===== config.mk =====
export PLATFORM = sky130hd
export DESIGN_NAME = dds_chan_seq
export DESIGN_NICKNAME = d
export VERILOG_FILES = /design/src/rtl/dds_seq_pkg.sv /design/src/rtl/dds_payload_fmt.sv /design/src/rtl/dds_chsel_mask.sv /design/src/rtl/dds_strobe_timer.sv /design/src/rtl/dds_chan_seq.sv
export SDC_FILE = /design/constraint.sdc
export NUM_CORES = 1
export LEC_CHECK = 0
export ABC_AREA = 1
export BUFFER_PORTS_ARGS = -buffer_cell sky130_fd_sc_hd__buf_2
export CAP_MARGIN = 20
export CELL_PAD_IN_SITES_DETAIL_PLACEMENT = 1
export CELL_PAD_IN_SITES_GLOBAL_PLACEMENT = 2
export CORE_ASPECT_RATIO = 2
export CORE_MARGIN = 2
export CORE_UTILIZATION = 24
export CTS_CLUSTER_DIAMETER = 30
export DETAILED_ROUTE_END_ITERATION = 8
export HOLD_SLACK_MARGIN = 0.05
export PLACE_DENSITY_LB_ADDON = 0.3
export SKIP_CTS_REPAIR_TIMING = 1
export SLEW_MARGIN = 30
export SYNTH_ARGS = -nofsm -noshare
export SYNTH_HDL_FRONTEND = slang
export SYNTH_HIERARCHICAL = 1
export SYNTH_SLANG_ARGS = --single-unit

===== constraint.sdc =====
create_clock -name clk -period 1.4 [get_ports clk]
set_input_delay 0.35 -clock clk [delete_from_list [all_inputs] [get_ports clk]]
set_output_delay 0.35 -clock clk [all_outputs]
set_load 0.02 [all_outputs]

===== src/rtl/dds_seq_pkg.sv =====
package dds_seq_pkg;

    localparam logic [7:0] ADDR_CHSEL = 8'h00;
    localparam logic [7:0] ADDR_FREQ  = 8'h04;
    localparam logic [7:0] ADDR_PHASE = 8'h05;
    localparam logic [7:0] ADDR_AMPL  = 8'h06;
    localparam logic [7:0] RD_FLAG    = 8'h80;

    localparam logic [1:0] CODE_FREQ  = 2'd0;
    localparam logic [1:0] CODE_PHASE = 2'd1;
    localparam logic [1:0] CODE_AMPL  = 2'd2;

    typedef enum logic [2:0] {
        ST_IDLE,
        ST_READ,
        ST_SELECT,
        ST_DATA,
        ST_STROBE,
        ST_RESTORE
    } seq_state_e;

    function automatic logic code_supported(input logic [1:0] code);
        return (code == CODE_FREQ) || (code == CODE_PHASE) || (code == CODE_AMPL);
    endfunction

endpackage


===== src/rtl/dds_payload_fmt.sv =====
module dds_payload_fmt
    import dds_seq_pkg::*;
#(
    parameter int DATA_W   = 32,
    parameter int LEN_W    = 3,
    parameter int PHASE_W  = 14,
    parameter int SCALE_W  = 10,
    parameter int MULT_BIT = 4
) (
    input  logic [1:0]        code,
    input  logic [DATA_W-1:0] value,
    output logic [7:0]        addr,
    output logic [LEN_W-1:0]  len,
    output logic [DATA_W-1:0] data
);
    localparam logic [SCALE_W-1:0] FULL_SCALE = '1;

    logic [15:0] phase_word;
    logic [7:0]  amp_mid;
    logic        mult_en;

    always_comb begin
        phase_word = 16'(value[PHASE_W-1:0]);
        mult_en    = (value[SCALE_W-1:0] != FULL_SCALE);
        amp_mid    = 8'(value[SCALE_W-1:8]);
        amp_mid[MULT_BIT] = mult_en;
        unique case (code)
            CODE_FREQ: begin
                addr = ADDR_FREQ;
                len  = LEN_W'(4);
                data = value;
            end
            CODE_PHASE: begin
                addr = ADDR_PHASE;
                len  = LEN_W'(2);
                data = DATA_W'(phase_word);
            end
            default: begin
                addr = ADDR_AMPL;
                len  = LEN_W'(3);
                data = DATA_W'({8'h00, amp_mid, value[7:0]});
            end
        endcase
    end

    always_comb begin
        if (code == CODE_AMPL) begin
            assert_ampl_top_clear_R4: assert (data[DATA_W-1:16] == '0);
        end
    end

endmodule


===== src/rtl/dds_chsel_mask.sv =====
module dds_chsel_mask #(
    parameter int NUM_CH = 4,
    parameter int CHAN_W = 3,
    parameter int EN_LSB = 4
) (
    input  logic [7:0]        saved,
    input  logic [CHAN_W-1:0] chan,
    output logic [7:0]        sel_byte
);
    for (genvar i = 0; i < 8; i++) begin : g_bit
        if (i >= EN_LSB && i < EN_LSB + NUM_CH) begin : g_en
            assign sel_byte[i] = (chan == CHAN_W'(i - EN_LSB));
        end else begin : g_keep
            assign sel_byte[i] = saved[i];
        end
    end

    always_comb begin
        assert_single_enable_R3: assert ($countones(sel_byte[EN_LSB +: NUM_CH]) <= 1);
    end

endmodule


===== src/rtl/dds_strobe_timer.sv =====
module dds_strobe_timer #(
    parameter int SYNC_DIV       = 4,
    parameter int STROBE_PERIODS = 5
) (
    input  logic clk,
    input  logic rst_n,
    input  logic start,
    output logic strobe,
    output logic finish
);
    localparam int CYCLES = SYNC_DIV * STROBE_PERIODS;
    localparam int CNT_W  = $clog2(CYCLES + 1);

    typedef struct packed {
        logic [CNT_W-1:0] count;
    } tmr_regs_t;

    tmr_regs_t r_d, r_q;

    always_comb begin
        r_d = r_q;
        if (start) begin
            r_d.count = CNT_W'(CYCLES);
        end else if (r_q.count != '0) begin
            r_d.count = r_q.count - CNT_W'(1);
        end
    end

    always_ff @(posedge clk) begin
        if (!rst_n) r_q <= '0;
        else        r_q <= r_d;
    end

    assign strobe = (r_q.count != '0);
    assign finish = (r_q.count == CNT_W'(1));

    logic [CNT_W-1:0] width_q;
    always_ff @(posedge clk) begin
        if (!rst_n)      width_q <= '0;
        else if (strobe) width_q <= width_q + CNT_W'(1);
        else             width_q <= '0;
    end

    assert_width_bound_R6: assert property (@(posedge clk) disable iff (!rst_n)
        width_q <= CNT_W'(CYCLES));
    assert_width_exact_R6: assert property (@(posedge clk) disable iff (!rst_n)
        $fell(strobe) |-> (width_q == CNT_W'(CYCLES)));
    assert_finish_in_pulse_R6: assert property (@(posedge clk) disable iff (!rst_n)
        finish |-> strobe);

endmodule


===== src/rtl/dds_chan_seq.sv =====
module dds_chan_seq
    import dds_seq_pkg::*;
#(
    parameter int NUM_CH         = 4,
    parameter int CHAN_W         = 3,
    parameter int DATA_W         = 32,
    parameter int LEN_W          = 3,
    parameter int SYNC_DIV       = 4,
    parameter int STROBE_PERIODS = 5
) (
    input  logic              clk,
    input  logic              rst_n,
    input  logic              req_valid,
    input  logic [CHAN_W-1:0] req_chan,
    input  logic [1:0]        req_reg,
    input  logic [DATA_W-1:0] req_value,
    output logic              busy,
    output logic              done,
    output logic              err,
    output logic              upd_strobe,
    output logic              rp_valid,
    output logic              rp_read,
    output logic [7:0]        rp_addr,
    output logic [LEN_W-1:0]  rp_len,
    output logic [DATA_W-1:0] rp_wdata,
    input  logic              rp_ack,
    input  logic [7:0]        rp_rdata
);
    localparam logic [CHAN_W-1:0] LAST_CH = CHAN_W'(NUM_CH - 1);

    typedef struct packed {
        seq_state_e        state;
        logic [7:0]        saved;
        logic [CHAN_W-1:0] chan;
        logic [1:0]        code;
        logic [DATA_W-1:0] value;
        logic              done;
        logic              err;
    } seq_regs_t;

    seq_regs_t r_d, r_q;

    logic [7:0]        fmt_addr;
    logic [LEN_W-1:0]  fmt_len;
    logic [DATA_W-1:0] fmt_data;
    logic [7:0]        sel_byte;
    logic              tmr_start;
    logic              tmr_finish;

    dds_payload_fmt #(
        .DATA_W (DATA_W),
        .LEN_W  (LEN_W)
    ) u_fmt (
        .code  (r_q.code),
        .value (r_q.value),
        .addr  (fmt_addr),
        .len   (fmt_len),
        .data  (fmt_data)
    );

    dds_chsel_mask #(
        .NUM_CH (NUM_CH),
        .CHAN_W (CHAN_W)
    ) u_mask (
        .saved    (r_q.saved),
        .chan     (r_q.chan),
        .sel_byte (sel_byte)
    );

    dds_strobe_timer #(
        .SYNC_DIV       (SYNC_DIV),
        .STROBE_PERIODS (STROBE_PERIODS)
    ) u_tmr (
        .clk    (clk),
        .rst_n  (rst_n),
        .start  (tmr_start),
        .strobe (upd_strobe),
        .finish (tmr_finish)
    );

    always_comb begin
        r_d       = r_q;
        r_d.done  = 1'b0;
        r_d.err   = 1'b0;
        tmr_start = 1'b0;
        rp_valid  = 1'b0;
        rp_read   = 1'b0;
        rp_addr   = ADDR_CHSEL;
        rp_len    = LEN_W'(1);
        rp_wdata  = '0;
        unique case (r_q.state)
            ST_IDLE: begin
                if (req_valid) begin
                    if (req_chan <= LAST_CH && code_supported(req_reg)) begin
                        r_d.state = ST_READ;
                        r_d.chan  = req_chan;
                        r_d.code  = req_reg;
                        r_d.value = req_value;
                    end else begin
                        r_d.err = 1'b1;
                    end
                end
            end
            ST_READ: begin
                rp_valid = 1'b1;
                rp_read  = 1'b1;
                rp_addr  = ADDR_CHSEL | RD_FLAG;
                if (rp_ack) begin
                    r_d.saved = rp_rdata;
                    r_d.state = ST_SELECT;
                end
            end
            ST_SELECT: begin
                rp_valid = 1'b1;
                rp_wdata = DATA_W'(sel_byte);
                if (rp_ack) r_d.state = ST_DATA;
            end
            ST_DATA: begin
                rp_valid = 1'b1;
                rp_addr  = fmt_addr;
                rp_len   = fmt_len;
                rp_wdata = fmt_data;
                if (rp_ack) begin
                    tmr_start = 1'b1;
                    r_d.state = ST_STROBE;
                end
            end
            ST_STROBE: begin
                if (tmr_finish) r_d.state = ST_RESTORE;
            end
            ST_RESTORE: begin
                rp_valid = 1'b1;
                rp_wdata = DATA_W'(r_q.saved);
                if (rp_ack) begin
                    r_d.state = ST_IDLE;
                    r_d.done  = 1'b1;
                end
            end
            default: r_d.state = ST_IDLE;
        endcase
    end

    always_ff @(posedge clk) begin
        if (!rst_n) begin
            r_q       <= '0;
            r_q.state <= ST_IDLE;
        end else begin
            r_q <= r_d;
        end
    end

    assign busy = (r_q.state != ST_IDLE);
    assign done = r_q.done;
    assign err  = r_q.err;

    assert_reset_quiet_R1: assert property (@(posedge clk)
        !rst_n |=> (!busy && !done && !err && !rp_valid));
    assert_read_first_R2: assert property (@(posedge clk) disable iff (!rst_n)
        $rose(busy) |-> (rp_valid && rp_read && rp_len == LEN_W'(1)));
    assert_no_strobe_on_port_R6: assert property (@(posedge clk) disable iff (!rst_n)
        upd_strobe |-> !rp_valid);
    assert_done_pulse_R8: assert property (@(posedge clk) disable iff (!rst_n)
        done |-> (!busy && !err) ##1 !done);
    assert_busy_locks_req_R9: assert property (@(posedge clk) disable iff (!rst_n)
        (busy && $past(busy)) |-> ($stable(r_q.chan) && $stable(r_q.value)));
    assert_err_idle_R10: assert property (@(posedge clk) disable iff (!rst_n)
        err |-> !busy);
    assert_write_addr_R11: assert property (@(posedge clk) disable iff (!rst_n)
        (rp_valid && !rp_read) |-> !rp_addr[7]);
    assert_read_addr_R11: assert property (@(posedge clk) disable iff (!rst_n)
        (rp_valid && rp_read) |-> rp_addr[7]);

endmodule


==> run summary <==
The count of nets left with antenna violations once routing finished came out at 0. The largest net degree at the start of global routing came out at 29. Counting every instance in the synthesized netlist gives 490. The residual DRC count is 0.

The shortest period the worst path allows came out at between 1.5 and 2 ns. The distinct cell type count after synthesis is 33. The CTS root buffer is clkbuf_16.

The routability congestion estimate is between 0.7 and 0.8. The total length of routed met2 wires is roughly 6.3 mm. The startpoint identified for the worst hold timing path is req_value[1]. The count of endpoints failing hold in the final timing report was 0. The clock-pin slew on the worst setup and hold paths came out at 0.07 ns. The worst setup path is captured at an output pin. The number of warnings reported in the yosys synthesis log came out at 6.

The pre-antenna-repair detailed-routing pass consisted of 3 iterations. The final core utilization is 0.374. Summed over all layers, the global routing overflow is 0. The flow ran to the end, but the final reports show violations.

The most used flip-flop cell after synthesis is dfxtp_1. Input and output buffers added on the ports amount to 93. Across the run, the number of max-cap violations was 0. The synthesized design contains 55 register bits.

TritonCTS built the clock tree. The largest area contributor in the netlist is dfxtp_1. The wire length of the first global-routing pass is 16.2 mm.

The CTS sink count came out at 55. The number of standard-cell rows in the floorplan is 60. The worst-case clock buffer depth is 2.

Setup violations remaining at the end of the flow were counted as between 80 and 90. The overall via count from detail_route came out at 3,323. The fraction of synthesized cell area taken by the top area cell type is 0.338. The worst register-to-register path begins at r_q[47]$_SDFFE_PN0P_. Dividing the final minimum period by the clock period gives 1.26. Total power for the finished layout comes to 8.20 mW. Using the TritonRoute via totals, the vias-per-cell ratio works out to 4.38.

The synthesized cell area came out at 0.00325 mm^2. The maximum clock skew at final layout came out at 0.00406 ns. The met1 wire length is slightly below 4 mm. The critical path launch point is r_q[47]$_SDFFE_PN0P_. The data required time of the worst path is 1.05 ns.

In the final routed layout, each cell accounts on average for between 10 and 15 um. The worst-case hold slack is approximately 0.27 ns. The number of levels in the clock H-tree came out at 2.

The highest layer touched by signal routing is met4. The synthesized design contains 0 enable-type register cells. The final reports fail on setup timing. Setup total negative slack on the finished layout was measured at -18.76 ns.

Of the synthesized area, sequential elements account for 0.338. In this run the cell area measured after placement is 0.00413 mm^2. After legalization and detailed placement, the total HPWL measured 7.87 mm. The total length of routed wires came out at 10.7 mm. The effective utilization at floorplan came out at 0.244. The post-synthesis average cell area is 6.64 um^2. The leakage power of the design came out at 2.12 nW.

The summed area of non-filler cells in the final layout is 0.00500 mm^2. Setup slack on the critical path of the routed design comes to -0.360 ns. After synthesis, the cell types taking the most area are dfxtp_1 34%, nor2_1 14%, inv_1 8.8%, nand2_1 6.3%, o21ai_0 6.2%. The number of antenna cells inserted came out at 0. Of the cells placed in the final design, the portion with a size suffix greater than 1 is 0.459. IR analysis of the VDD net gives a maximum drop of between 1 and 1.5 mV.

For this run, the top clock speed supported by timing is about 0.57 GHz. The die height is 169 um. The data arrival at the endpoint of the critical path is 1.41 ns. The total global-route track usage is 0.140.

The worst register-to-register path has a depth of 9. From left edge to right edge, the die measures 86.3 um. The maximum fanout count along the critical path is 10. The die area is roughly 0.015 mm^2.

The critical path is of the flip-flop to output pin type. The instance count along the most critical hold path came out at 3. Setup repair after global routing could not meet its margin everywhere. The insertion delay to the later sink of the worst-skew pair is 0.29 ns. The worst hold path belongs to the class input port to flip-flop. The total CTS buffers is 5.

The sum of met3 wire segment lengths after detailed routing is 310 um. The area growth from synthesis to layout came out at 53.7%. STA classifies the critical path startpoint as a flip-flop.

The number of top-level pins came out at between 90 and 100. The number of antenna violations at the first check in global routing is 0. The final max-slew violation count came out at 0. The area of the placeable core is ~0.013 mm^2. The iteration-0 DRC count of the detailed router came out at 68. The power density of the placed cells came out at 1640 mW/mm^2.

The proportion of register bits with asynchronous set or reset after synthesis is 0. The layout net count came out at 654. The number of global-route vias before repair is 3,326.
## layout by cell type (no fill, tap or decap), types with 3 or more instances in the layout
cell type,Yosys,routed
buf_4,22,39
buf_2,6,56
inv_4,2,3
nor2_2,9,13
buf_12,1,5
dfxtp_4,0,3
nand3_1,16,15
inv_2,2,3
o21ai_0,40,9
buf_6,5,37
nor3_1,26,21
o21ai_2,0,31
clkbuf_16,0,9
nor2_4,6,35
inv_1,76,72
nor3_2,11,16
nor2_1,123,90
a21oi_1,3,3
dfxtp_2,0,6
conb_1,2,6
o21ai_1,7,6
nand2_1,55,53
dfxtp_1,55,46
## metal layers
metal | up-vias | global-route usage
met5 | - | 0
met4 | 0 | 0.0496
met3 | 12 | 0.0185
met2 | 59 | 0.274
met1 | 1562 | 0.145
li1 | 1690 | -
## area by class of cell
type / count / area, um^2
multi-input combinational: 315 / 1940
inverter: 82 / 339
clock inverter: 2 / 35.0
timing repair buffer: 143 / 1230
clock buffer: 6 / 139
sequential: 55 / 1120
fill: 1672 / 8360
tap: 155 / 194
## path summary, 6_finish.rpt
path | to | slack (ns)
setup reg to reg | r_q[14]$_SDFFE_PN0P_ | -0.18
hold reg to reg | r_q[38]$_SDFFE_PN0P_ | 0.44
setup / recovery | rp_wdata[21] | -0.36
hold / removal | r_q[3]$_SDFFE_PN0P_ | 0.27
## cell families after synthesis
logic type,Yosys count,synth area share
DFF,55,0.338
other,2,0.00231
xor gates and xnor gates,1,0.00269
and+or+nand+nor,254,0.368
buffers and inverters,124,0.198
adders and majority gates,3,0.0115
AOI/OAI and AO/OA,51,0.0800
## Yosys cell counts, types with 2 or more instances
library cell,count
o21ai_1,7
conb_1,2
nand2_1,55
buf_6,5
nor2_2,9
a21oi_1,3
or2_2,2
nor2_1,123
ha_1,3
nor2_4,6
dfxtp_1,55
inv_2,2
nor3_2,11
inv_4,2
buf_2,6
buf_8,2
o21ai_0,40
buf_4,22
nand3_1,16
nor3_1,26
inv_1,76
clkbuf_1,6
## where the power goes
| group | internal [mW] | switching (mW) |
|---|---|---|
| registers | 1.91 | 0.287 |
| clock network | 0.892 | 0.596 |
| logic | 1.99 | 2.52 |
## sequential cells by signal (all words and copies together), names as in the netlist
register / flops
done: 1
err: 1
r_q: 48
u_tmr/r_q: 5
## critical path, cell delays in order, from the launching register on
cell	delay (ns)
dfxtp_4	0.38
inv_6	0.05
nor2_4	0.15
nand2_8	0.12
clkbuf_16	0.21
nor2_4	0.09
buf_6	0.12
## stage by stage
stage,cells,setup WS (ns)
after floorplan,494,0.0189
after global placement,734,-0.141
after CTS,742,-0.517
after detailed placement,734,-0.195
final,758,-0.360
after global routing,758,-0.465
No activity file was read; power rests on OpenSTA's default activity.
